## src/rtl/lpg_pkg.sv

```systemverilog
package lpg_pkg;
   typedef enum logic [3:0] {
      PAT_NONE  = 4'd1,
      PAT_3IN24 = 4'd2,
      PAT_QRSS  = 4'd3,
      PAT_PN20  = 4'd4,
      PAT_1IN8  = 4'd5,
      PAT_PN15  = 4'd6,
      PAT_ZEROS = 4'd7,
      PAT_DALY  = 4'd8,
      PAT_ONES  = 4'd9
   } pat_sel_e;
endpackage

```

## src/rtl/lpg_lfsr.sv

```systemverilog
module lpg_lfsr #(
   parameter int W      = 20,
   parameter int TAP    = 17,
   parameter bit INVERT = 1'b0
) (
   input  logic clk,
   input  logic restart,
   input  logic step,
   output logic bit_o
);
   if (W < 3 || TAP < 1 || TAP >= W) begin : g_bad_cfg
      $error("lpg_lfsr: TAP must lie in 1..W-1 and W must be at least 3");
   end

   logic [W-1:0] sr;
   logic         fb;

   assign fb    = sr[W-1] ^ sr[TAP-1];
   assign bit_o = sr[W-1] ^ INVERT;

   always_ff @(posedge clk) begin
      if (restart)   sr <= '1;
      else if (step) sr <= {sr[W-2:0], fb};
   end

   // the register must never lock up in the all-zero state
   p_lfsr_live_r7: assert property (@(posedge clk) disable iff (restart)
      sr != '0);
endmodule

```

## src/rtl/lpg_word_seq.sv

```systemverilog
module lpg_word_seq #(
   parameter int           W    = 24,
   parameter logic [W-1:0] WORD = 24'h888000
) (
   input  logic clk,
   input  logic restart,
   input  logic step,
   output logic bit_o
);
   localparam int            CW   = (W > 1) ? $clog2(W) : 1;
   localparam logic [CW-1:0] LAST = CW'(W - 1);
   localparam bit            POW2 = ((1 << CW) == W);

   if (W < 2) begin : g_bad_cfg
      $error("lpg_word_seq: word must be at least 2 bits");
   end

   logic [CW-1:0] pos;

   assign bit_o = WORD[LAST - pos];

   if (POW2) begin : g_wrap_free
      always_ff @(posedge clk) begin
         if (restart)   pos <= '0;
         else if (step) pos <= pos + 1'b1;
      end
   end else begin : g_wrap_cmp
      always_ff @(posedge clk) begin
         if (restart)   pos <= '0;
         else if (step) pos <= (pos == LAST) ? '0 : pos + 1'b1;
      end
      // the bit position stays inside the word
      p_word_pos_r4: assert property (@(posedge clk) disable iff (restart)
         pos <= LAST);
   end
endmodule

```

## src/rtl/lpg_octet_rom.sv

```systemverilog
module lpg_octet_rom #(
   parameter int         DEPTH     = 55,
   parameter int         LOW_CNT   = 30,
   parameter logic [7:0] LOW_EVEN  = 8'h80,
   parameter logic [7:0] LOW_ODD   = 8'h01,
   parameter logic [7:0] HIGH_EVEN = 8'hFF,
   parameter logic [7:0] HIGH_ODD  = 8'hAA
) (
   input  logic clk,
   input  logic restart,
   input  logic step,
   output logic bit_o
);
   localparam int            IW   = $clog2(DEPTH);
   localparam logic [IW-1:0] LAST = IW'(DEPTH - 1);

   if (DEPTH < 2 || LOW_CNT > DEPTH) begin : g_bad_cfg
      $error("lpg_octet_rom: need DEPTH >= 2 and LOW_CNT <= DEPTH");
   end

   logic [7:0]    rom [DEPTH];
   logic [IW-1:0] idx;
   logic [2:0]    bsel;

   for (genvar i = 0; i < DEPTH; i++) begin : g_rom
      localparam logic [7:0] VAL = (i < LOW_CNT)
         ? (((i % 2) == 0) ? LOW_EVEN  : LOW_ODD)
         : (((i % 2) == 0) ? HIGH_EVEN : HIGH_ODD);
      assign rom[i] = VAL;
   end

   assign bit_o = rom[idx][3'd7 - bsel];

   always_ff @(posedge clk) begin
      if (restart) begin
         idx  <= '0;
         bsel <= '0;
      end else if (step) begin
         bsel <= bsel + 1'b1;
         if (bsel == 3'd7) idx <= (idx == LAST) ? '0 : idx + 1'b1;
      end
   end

   // the octet index wraps before leaving the table
   p_octet_index_r10: assert property (@(posedge clk) disable iff (restart)
      idx <= LAST);
endmodule

```

## src/rtl/line_pattern_gen.sv

```systemverilog
module line_pattern_gen
   import lpg_pkg::*;
#(
   parameter int PN_LONG_W    = 20,
   parameter int PN_LONG_TAP  = 17,
   parameter int PN_SHORT_W   = 15,
   parameter int PN_SHORT_TAP = 14,
   parameter int ZRUN_LIMIT   = 14,
   parameter int DALY_DEPTH   = 55,
   parameter int DALY_LOW     = 30
) (
   input  logic       clk,
   input  logic       rst,
   input  logic       en,
   input  logic [3:0] sel,
   output logic       dout,
   output logic       dvalid
);
   localparam int ZW = $clog2(ZRUN_LIMIT + 1);

   if (ZRUN_LIMIT < 1 || ZRUN_LIMIT > 15) begin : g_bad_cfg
      $error("line_pattern_gen: ZRUN_LIMIT must be in 1..15");
   end

   logic [3:0]    sel_q;
   logic          restart, step;
   logic          w24_bit, w8_bit, pn20_bit, pn15_bit, daly_bit, qrss_bit;
   logic [ZW-1:0] zcnt;
   logic          pat_bit, pat_active;

   assign restart = rst | (sel != sel_q);
   assign step    = en & ~restart;

   lpg_word_seq #(.W(24), .WORD(24'h888000)) i_w24 (
      .clk(clk), .restart(restart), .step(step), .bit_o(w24_bit));

   lpg_word_seq #(.W(8), .WORD(8'h80)) i_w8 (
      .clk(clk), .restart(restart), .step(step), .bit_o(w8_bit));

   lpg_lfsr #(.W(PN_LONG_W), .TAP(PN_LONG_TAP), .INVERT(1'b0)) i_pn20 (
      .clk(clk), .restart(restart), .step(step), .bit_o(pn20_bit));

   lpg_lfsr #(.W(PN_SHORT_W), .TAP(PN_SHORT_TAP), .INVERT(1'b1)) i_pn15 (
      .clk(clk), .restart(restart), .step(step), .bit_o(pn15_bit));

   lpg_octet_rom #(.DEPTH(DALY_DEPTH), .LOW_CNT(DALY_LOW)) i_daly (
      .clk(clk), .restart(restart), .step(step), .bit_o(daly_bit));

   // zero-run suppression for the quasi-random mode
   assign qrss_bit = (zcnt == ZW'(ZRUN_LIMIT)) ? 1'b1 : pn20_bit;

   always_ff @(posedge clk) begin
      if (restart)                        zcnt <= '0;
      else if (step && sel_q == PAT_QRSS) zcnt <= qrss_bit ? '0 : zcnt + 1'b1;
   end

   always_comb begin
      pat_active = 1'b1;
      pat_bit    = 1'b0;
      case (sel_q)
         PAT_3IN24: pat_bit = w24_bit;
         PAT_QRSS:  pat_bit = qrss_bit;
         PAT_PN20:  pat_bit = pn20_bit;
         PAT_1IN8:  pat_bit = w8_bit;
         PAT_PN15:  pat_bit = pn15_bit;
         PAT_ZEROS: pat_bit = 1'b0;
         PAT_DALY:  pat_bit = daly_bit;
         PAT_ONES:  pat_bit = 1'b1;
         default:   pat_active = 1'b0;
      endcase
   end

   always_ff @(posedge clk) begin
      if (restart) begin
         sel_q  <= sel;
         dout   <= 1'b0;
         dvalid <= 1'b0;
      end else begin
         dvalid <= en & pat_active;
         dout   <= en & pat_active & pat_bit;
      end
   end

   // observed zero run on the output port, suppressed mode
   logic [ZW:0] obs_run;
   always_ff @(posedge clk) begin
      if (restart)     obs_run <= '0;
      else if (dvalid) obs_run <= dout ? '0 : obs_run + 1'b1;
   end

   p_zero_run_r8: assert property (@(posedge clk) disable iff (rst)
      (sel_q == PAT_QRSS) |-> (obs_run <= (ZW+1)'(ZRUN_LIMIT)));

   p_valid_needs_en_r3: assert property (@(posedge clk) disable iff (rst)
      dvalid |-> $past(en));

   p_quiet_when_invalid_r2: assert property (@(posedge clk) disable iff (rst)
      !dvalid |-> !dout);

   p_inactive_code_r2: assert property (@(posedge clk) disable iff (rst)
      !(sel inside {[4'd2:4'd9]}) |=> !dvalid);

   p_restart_blank_r1: assert property (@(posedge clk) disable iff (rst)
      (sel != $past(sel)) |=> !dvalid);

   p_ones_mode_r6: assert property (@(posedge clk) disable iff (rst)
      (dvalid && sel_q == PAT_ONES) |-> dout);
endmodule

```

## config.mk

```make
export PLATFORM = sky130hd
export DESIGN_NAME = line_pattern_gen
export DESIGN_NICKNAME = d
export VERILOG_FILES = /design/src/rtl/lpg_pkg.sv /design/src/rtl/lpg_lfsr.sv /design/src/rtl/lpg_word_seq.sv /design/src/rtl/lpg_octet_rom.sv /design/src/rtl/line_pattern_gen.sv
export SDC_FILE = /design/constraint.sdc
export NUM_CORES = 1
export LEC_CHECK = 0
export BUFFER_PORTS_ARGS = -buffer_cell sky130_fd_sc_hd__buf_2
export CAP_MARGIN = 10
export CORE_MARGIN = 3
export CORE_UTILIZATION = 32
export DETAILED_ROUTE_END_ITERATION = 8
export GPL_ROUTABILITY_DRIVEN = 0
export HOLD_SLACK_MARGIN = 0.1
export PLACE_DENSITY = 0.46
export SLEW_MARGIN = 40
export SYNTH_ARGS = -nofsm -noshare
export SYNTH_HDL_FRONTEND = slang
export SYNTH_SLANG_ARGS = --single-unit
```

## constraint.sdc

```tcl
create_clock -name clk -period 2.1 [get_ports clk]
set_input_delay 0.525 -clock clk [delete_from_list [all_inputs] [get_ports clk]]
set_output_delay 0.525 -clock clk [all_outputs]
set_load 0.01 [all_outputs]
```

==> summary.md, run 1 <==
| Metric | Value |
|---|---|
| Number of flops mapped to enable cells by yosys | 4 |
| Hpwl dp | 3230 um |
| Chip width | 98.6 um |
| Peak supply drop | 415 uV |
| Ant diodes | 0 |
| CP max-delay cell | edfxtp_1 |
| Critical path's largest stage delay | 520 ps |
| Ys flop type | dfxtp_1 |
| Drt initial violations | 65 |
| Longest Clk Path Bufs | 2 |
| Setup violations, final | 0 |
| Post-route ant nets | 0 |
| Nets | 327 |
| Total grt overflow | 0 |
| DR top layer | met4 |
| TNS Setup | 0 ps |
| Fmax | 570 MHz |
| Final Skew | 5.61 ps |
| Final hold violations | 0 |
| Async S/R FF share, synth | 0% |
| Pin count of the biggest net entering global routing | 41 |
| TritonRoute pass-1 iters | 4 |
| Worst-Skew Late Latency | 350 ps |
| Met3 WL | 216 um |
| Post-Syn Nets | 317 |
| Total track usage | 11.0% |
| Routed wl met2 | 2160 um |
| Post-Synthesis Cells | 299 |
| R2R depth | 6 |
| Placed inst area | 2920 um2 |
| Syn_area_per_cell | 9.18 um2 |
| Leakage | 1.22 nW |
| WP data required | 2370 ps |
| Hold Path Class | in -> reg |
| Port Buffers | 8 |
| Drt total wl | 4960 um |
| Cts repair resizes | 0 |
| Fin area | 3150 um2 |
| Post-synthesis sequential area ratio | 46.7% |
| Max Slew Vio Count | 0 |
| DR vias/cell | 4.71 |
| Cell depth of the worst hold path | 1 |
| Critical path cell sequence | xnor2_1 -> nand2_1 -> nor4_4 -> inv_2 -> or3_1 -> a31oi_1 |
| CTS Hold Buffers Added | 0 |
| Max-cap viol count | 0 |
| Unrepaired setup endpoints after global routing | false |
| Period utilization | 83.5% |
| Share of post-route cells with drive strength above 1 | 11.8% |
| Sink Count | 62 |
| #FFs+latches synth | 62 |
| Least-Margin Pin Slew | 436 ps |
| CORE AREA | 8260 um2 |
| # rows | 33 |
| Unique cell type count in the Yosys netlist | 41 |
| Syn-to-layout area delta | 14.8% |
| I/O pins | 9 |
| Worst setup EP type | register |
| Clock transition at path regs | 70 ps |
| CP arrival | 2030 ps |
| CTS tree | done |
| Setup bufs post-CTS | 0 |
| Post-Route M1 WL | 2500 um |
| First-pass GRT wire length | 8450 um |
| Final worst path period need | 1750 ps |
| Crit path max fanout | 8 |
| Status | completed |
| Vias | 1973 |
| Max-slew headroom | 70.2% |
| PD cells | 804 nW/um2 |
| Mapped Area | 2750 um2 |
| DR WL/cell | 11.8 um |
| Critical path type | reg -> reg |
| Num CTS Buffers | 9 |
| Initial antenna violation count | 0 |
| Clock Tree Root | clkbuf_8 |
| H-tree depth | 3 |
| # DRC | 0 |
| Yosys warning count | 0 |
| Starting Density | 33.2% |
| Startpoint types | register |
| Hold WS | 384 ps |
| Die Area | 9730 um2 |
| Vias in the first global route | 1836 |
| Die Y-Extent | 98.6 um |
[worst max-delay path: cells and delay by family (launching register included)]
kind / cells / cell delay (ps)
buf+inv: 1 / 60
simple gates: 3 / 760
compound gates: 1 / 140
flops: 1 / 520
xor+xnor: 1 / 200
[metal layers]
| layer | up-vias | global-route usage [%] |
|---|---|---|
| li1 | 1042 | - |
| met2 | 18 | 16.5 |
| met1 | 903 | 13.5 |
| met3 | 10 | 4.25 |
| met4 | 0 | 5.88 |
| met5 | - | 0 |
[synth_stat cells (2+ instances only)]
cell	n	area [um2]
dfxtp_1	58	1160
nand2_1	52	195
mux2i_1	37	370
nor2_1	22	82.6
a21oi_1	15	75.1
clkbuf_1	13	48.8
inv_1	12	45.0
ha_1	11	138
o21ai_0	9	45.0
nand3_1	8	40.0
nor3_1	8	40.0
xnor2_1	7	61.3
edfxtp_1	4	120
nand4_1	4	25.0
xor2_1	4	35.0
a31oi_1	3	18.8
a31o_2	2	17.5
and3_1	2	12.5
buf_1	2	7.51
buf_2	2	10.0
o211ai_1	2	15.0
or3_1	2	12.5
or4_1	2	15.0
[sequential cells by signal, summed over array words and instances, names as in the netlist]
register	count
dvalid	1
dout	1
i_pn15.sr	15
i_pn20.sr	20
zcnt	4
i_daly.idx	6
i_w8.pos	3
sel_q	4
i_daly.bsel	3
i_w24.pos	5
[power breakdown]
part	internal [mW]	leakage (nW)	switching [mW]	total, mW
sequential	1.20	0.511	0.0132	1.21
clock	0.710	0.118	0.508	1.22
combinational	0.0452	0.588	0.0610	0.106
total	1.95	1.22	0.582	2.53
[area by class of cell]
| cell class | instances | area (um2) |
|---|---|---|
| Sequential cell | 62 | 1280 |
| Multi-Input combinational cell | 207 | 1350 |
| Inverter | 13 | 48.8 |
| Fill cell | 877 | 5110 |
| Timing Repair Buffer | 16 | 113 |
| Tap cell | 105 | 131 |
| Clock inverter | 6 | 90.1 |
| Clock buffer | 10 | 138 |
[path summary, 6_finish.rpt]
kind	endpoint	from	slack, ps
worst min register to register	i_pn20.sr[10]	i_pn20.sr[10]	470
worst min-delay path	sel_q[2]	sel[2]	380
worst max register to register	dout	sel_q[3]	350
worst max-delay path	dout	sel_q[3]	350
[layout by cell type, fill, tap and decap left out, types with 8 or more instances in the layout]
cell | synthesis | routed
nor2_1 | 22 | 22
dfxtp_1 | 58 | 58
inv_1 | 12 | 12
nor3_1 | 8 | 8
nand2_1 | 52 | 52
mux2i_1 | 37 | 37
buf_2 | 2 | 8
a21oi_1 | 15 | 15
o21ai_0 | 9 | 9
clkbuf_8 | 0 | 10
ha_1 | 11 | 11
nand3_1 | 8 | 8
[cells by family after synthesis]
| group | share of synthesized area [%] |
|---|---|
| AOI/OAI and AO/OA | 8.30 |
| xor gates and xnor gates | 3.51 |
| adders and majority gates | 5.01 |
| buffers and inverters | 4.19 |
| DFF | 46.7 |
| muxes | 13.9 |
| and+or+nand+nor | 18.4 |
[metrics by stage]
| step | util (%) | setup slack (ps) | instances | power [mW] |
|---|---|---|---|---|
| after floorplan | - | 190 | 299 | 1.31 |
| after global placement | 35.4 | 207 | 403 | 1.34 |
| after detailed placement | 35.4 | 227 | 403 | 1.34 |
| after CTS | 38.2 | 318 | 419 | 2.58 |
| after global routing | 38.2 | 206 | 419 | 2.64 |
| final | 38.2 | 347 | 419 | 2.53 |
Power figures use the tool's default switching activity.
==> run 2: changes to the inputs <==
clock period = 1.8 ns   (was 2.1 ns; I/O delays follow)
==> run 2 against run 1 <==
Against the previous run: non-clock buffer count grew 6; final cell count rose by 1.4%; register-to-register slack got worse by 240 ps; power rose by 3.5%; count of clock-buffer cells in the layout fell by 1; critical path depth is the same; first-iteration DRC count is 29% higher; wire length decreased by 0.63%; core utilization fell by 0.091 points; hold slack got worse by 74 ps.
==> summary.md, run 2 (synthesized netlist as in run 1, its figures left out) <==
| Metric | Value |
|---|---|
| Worst-Skew Late Latency | 340 ps (about the same) |
| Ant diodes | 0 (unchanged) |
| R2R Path End | dout |
| Total grt overflow | 0 (unchanged) |
| Clock transition at path regs | 70 ps (about the same) |
| Unrepaired setup endpoints after global routing | true |
| Fillers | 861 (-1.8%) |
| Num CTS Buffers | 9 (unchanged) |
| Reg-to-Reg Start | sel_q[2] |
| DR WL/cell | 11.6 um (-2.0%) |
| Area of the multi-input gates | 1350 um2 (+0.19%) |
| Worst Path Buf+Inv | 1 (unchanged) |
| Max reg flops | 20 (unchanged) |
| Critical path startpoint | sel_q[2] |
| Longest Clk Path Bufs | 2 (unchanged) |
| Share of post-route cells with drive strength above 1 | 13.8% (+2.0 points) |
| Die Y-Extent | 98.6 um (unchanged) |
| Startpoint types | register |
| Period utilization | 93.9% (+10 points) |
| Hold Path Class | in -> reg |
| Largest regs | i_pn20.sr (20), i_pn15.sr (15), i_daly.idx (6) |
| Largest Register | i_pn20.sr |
| # DRC | 0 (unchanged) |
| Total track usage | 11.1% (+0.10 points) |
| DR vias/cell | 4.72 (+0.34%) |
| R2R depth | 6 (unchanged) |
| Syn-to-layout area delta | 14.5% |
| PD cells | 834 nW/um2 (+3.8%) |
| Setup violations, final | 0 (unchanged) |
| Die Area | 9730 um2 (unchanged) |
| Most frequent cells in the layout | dfxtp_1, nand2_1, mux2i_1 |
| Max Slew Vio Count | 0 (unchanged) |
| R2R setup slack | 110 ps (-240 ps) |
| H-tree depth | 3 (unchanged) |
| Status | completed |
| Sink Count | 62 (unchanged) |
| Fmax | 592 MHz (+3.8%) |
| Cell depth of the worst hold path | 1 (unchanged) |
| Leading cell type in the layout, fill and taps excluded | dfxtp_1 |
| Power, Total | 2.62 mW (+3.5%) |
| Vias | 2008 (+1.8%) |
| Final core occ | 38.1% (-0.091 points) |
| Placed inst area | 2970 um2 (+1.5%) |
| Fin area | 3140 um2 (-0.24%) |
| Pre-CTS setup slack | 19.8 ps (-207 ps) |
| Clock Tree Root | clkbuf_8 |
| CP max-delay cell | edfxtp_1 |
| Final worst path period need | 1690 ps (-63.5 ps) |
| Peak supply drop | 351 uV (-16%) |
| Vias in the first global route | 1896 (+3.3%) |
| Hold_sp | sel[3] |
| Critical path's largest stage delay | 450 ps (-70 ps) |
| Final setup margin | 111 ps (-236 ps) |
| Least-Margin Pin Slew | 400 ps (-35.9 ps) |
| Initial antenna violation count | 1 (+1) |
| # rows | 33 (unchanged) |
| TritonRoute pass-1 iters | 4 (unchanged) |
| Max-slew headroom | 72.6% (+2.5 points) |
| Worst setup EP type | register |
| Final Skew | 5.42 ps (-0.194 ps) |
| CP top delay family | simple AND/OR/NAND/NOR gates |
| Pin count of the biggest net entering global routing | 38 (-7.3%) |
| WP data required | 2060 ps (-310 ps) |
| Reg area | 1280 um2 (unchanged) |
| Final hold violations | 0 (unchanged) |
| Nets | 333 (+1.8%) |
| CP arrival | 1950 ps (-80 ps) |
| Leakage | 1.22 nW (-0.17%) |
| CTS Hold Buffers Added | 0 (unchanged) |
| First-pass GRT wire length | 8640 um (+2.3%) |
| Hold WS | 310 ps (-74.1 ps) |
| Max-cap viol count | 0 (unchanged) |
| Drt total wl | 4930 um (-0.63%) |
| Post-route ant nets | 0 (unchanged) |
| Setup bufs post-CTS | 0 (unchanged) |
| Hpwl dp | 3190 um (-1.0%) |
| Critical path cell sequence | xnor2_1 -> nand2_1 -> nor4_4 -> inv_2 -> or3_1 -> a31oi_1 |
| Hold Path Sink | sel_q[3] |
| Port Buffers | 8 (unchanged) |
| CTS tree | done |
| Cts repair resizes | 0 (unchanged) |
| Critical path type | reg -> reg |
| Drt initial violations | 84 (+29%) |
| I/O pins | 9 (unchanged) |
| Chip width | 98.6 um (unchanged) |
| CORE AREA | 8260 um2 (unchanged) |
| Crit path max fanout | 3 (-5) |
| Starting Density | 33.2% (unchanged) |
## run 2: cell types whose count changed in the layout (fill, tap and decap cells not counted)
| cell | delta |
|---|---|
| buf_4 | +6 |
| nor2_1 | -1 |
| bufinv_16 | -2 |
| clkbuf_8 | -1 |
| clkinv_4 | +1 |
| clkinvlp_4 | +2 |
| inv_6 | -1 |
| inv_4 | -1 |
| clkinv_2 | +2 |
| nor2_2 | +1 |
## run 2: cell type report
cell class | instances | area share, %
repair buffers | 22 | 5.02
inverters | 13 | 1.55
clock inverters | 7 | 1.55
clock buffers | 9 | 3.94
well taps | 105 | 4.18
multi-input cells | 207 | 43.0
flip-flops and latches | 62 | 40.8
## run 2: how the worst max path moves through the flow
stage,end,slack (ps),depth (start not counted)
2_1_floorplan,dout,10,7
3_3_place_gp,dout,20,7
3_5_place_dp,dout,20,7
4_1_cts,dout,120,6
5_1_grt,dout,-9,6
6_report,dout,110,6
## run 2: report_power, final
part / switching, mW / internal, mW
Sequential: 0.00726 / 1.39
Combinational: 0.0800 / 0.0602
Clock: 0.579 / 0.501
## run 2: through the flow
| stage | std cells | setup TNS (ps) |
|---|---|---|
| floorplan | 299 | 0 |
| global placement | 409 | 0 |
| detailed placement | 409 | 0 |
| CTS | 425 | 0 |
| global route | 425 | -9.36 |
| finish | 425 | 0 |
## run 2: routing by layer
layer / track usage, % / vias to the layer above / share of wire [%]
li1: - / 1060 / -
met1: 13.7 / 915 / 48
met2: 16.7 / 22 / 46
met3: 4.39 / 9 / 4.1
met4: 5.46 / 2 / 1.5
met5: 0 / - / 0.26
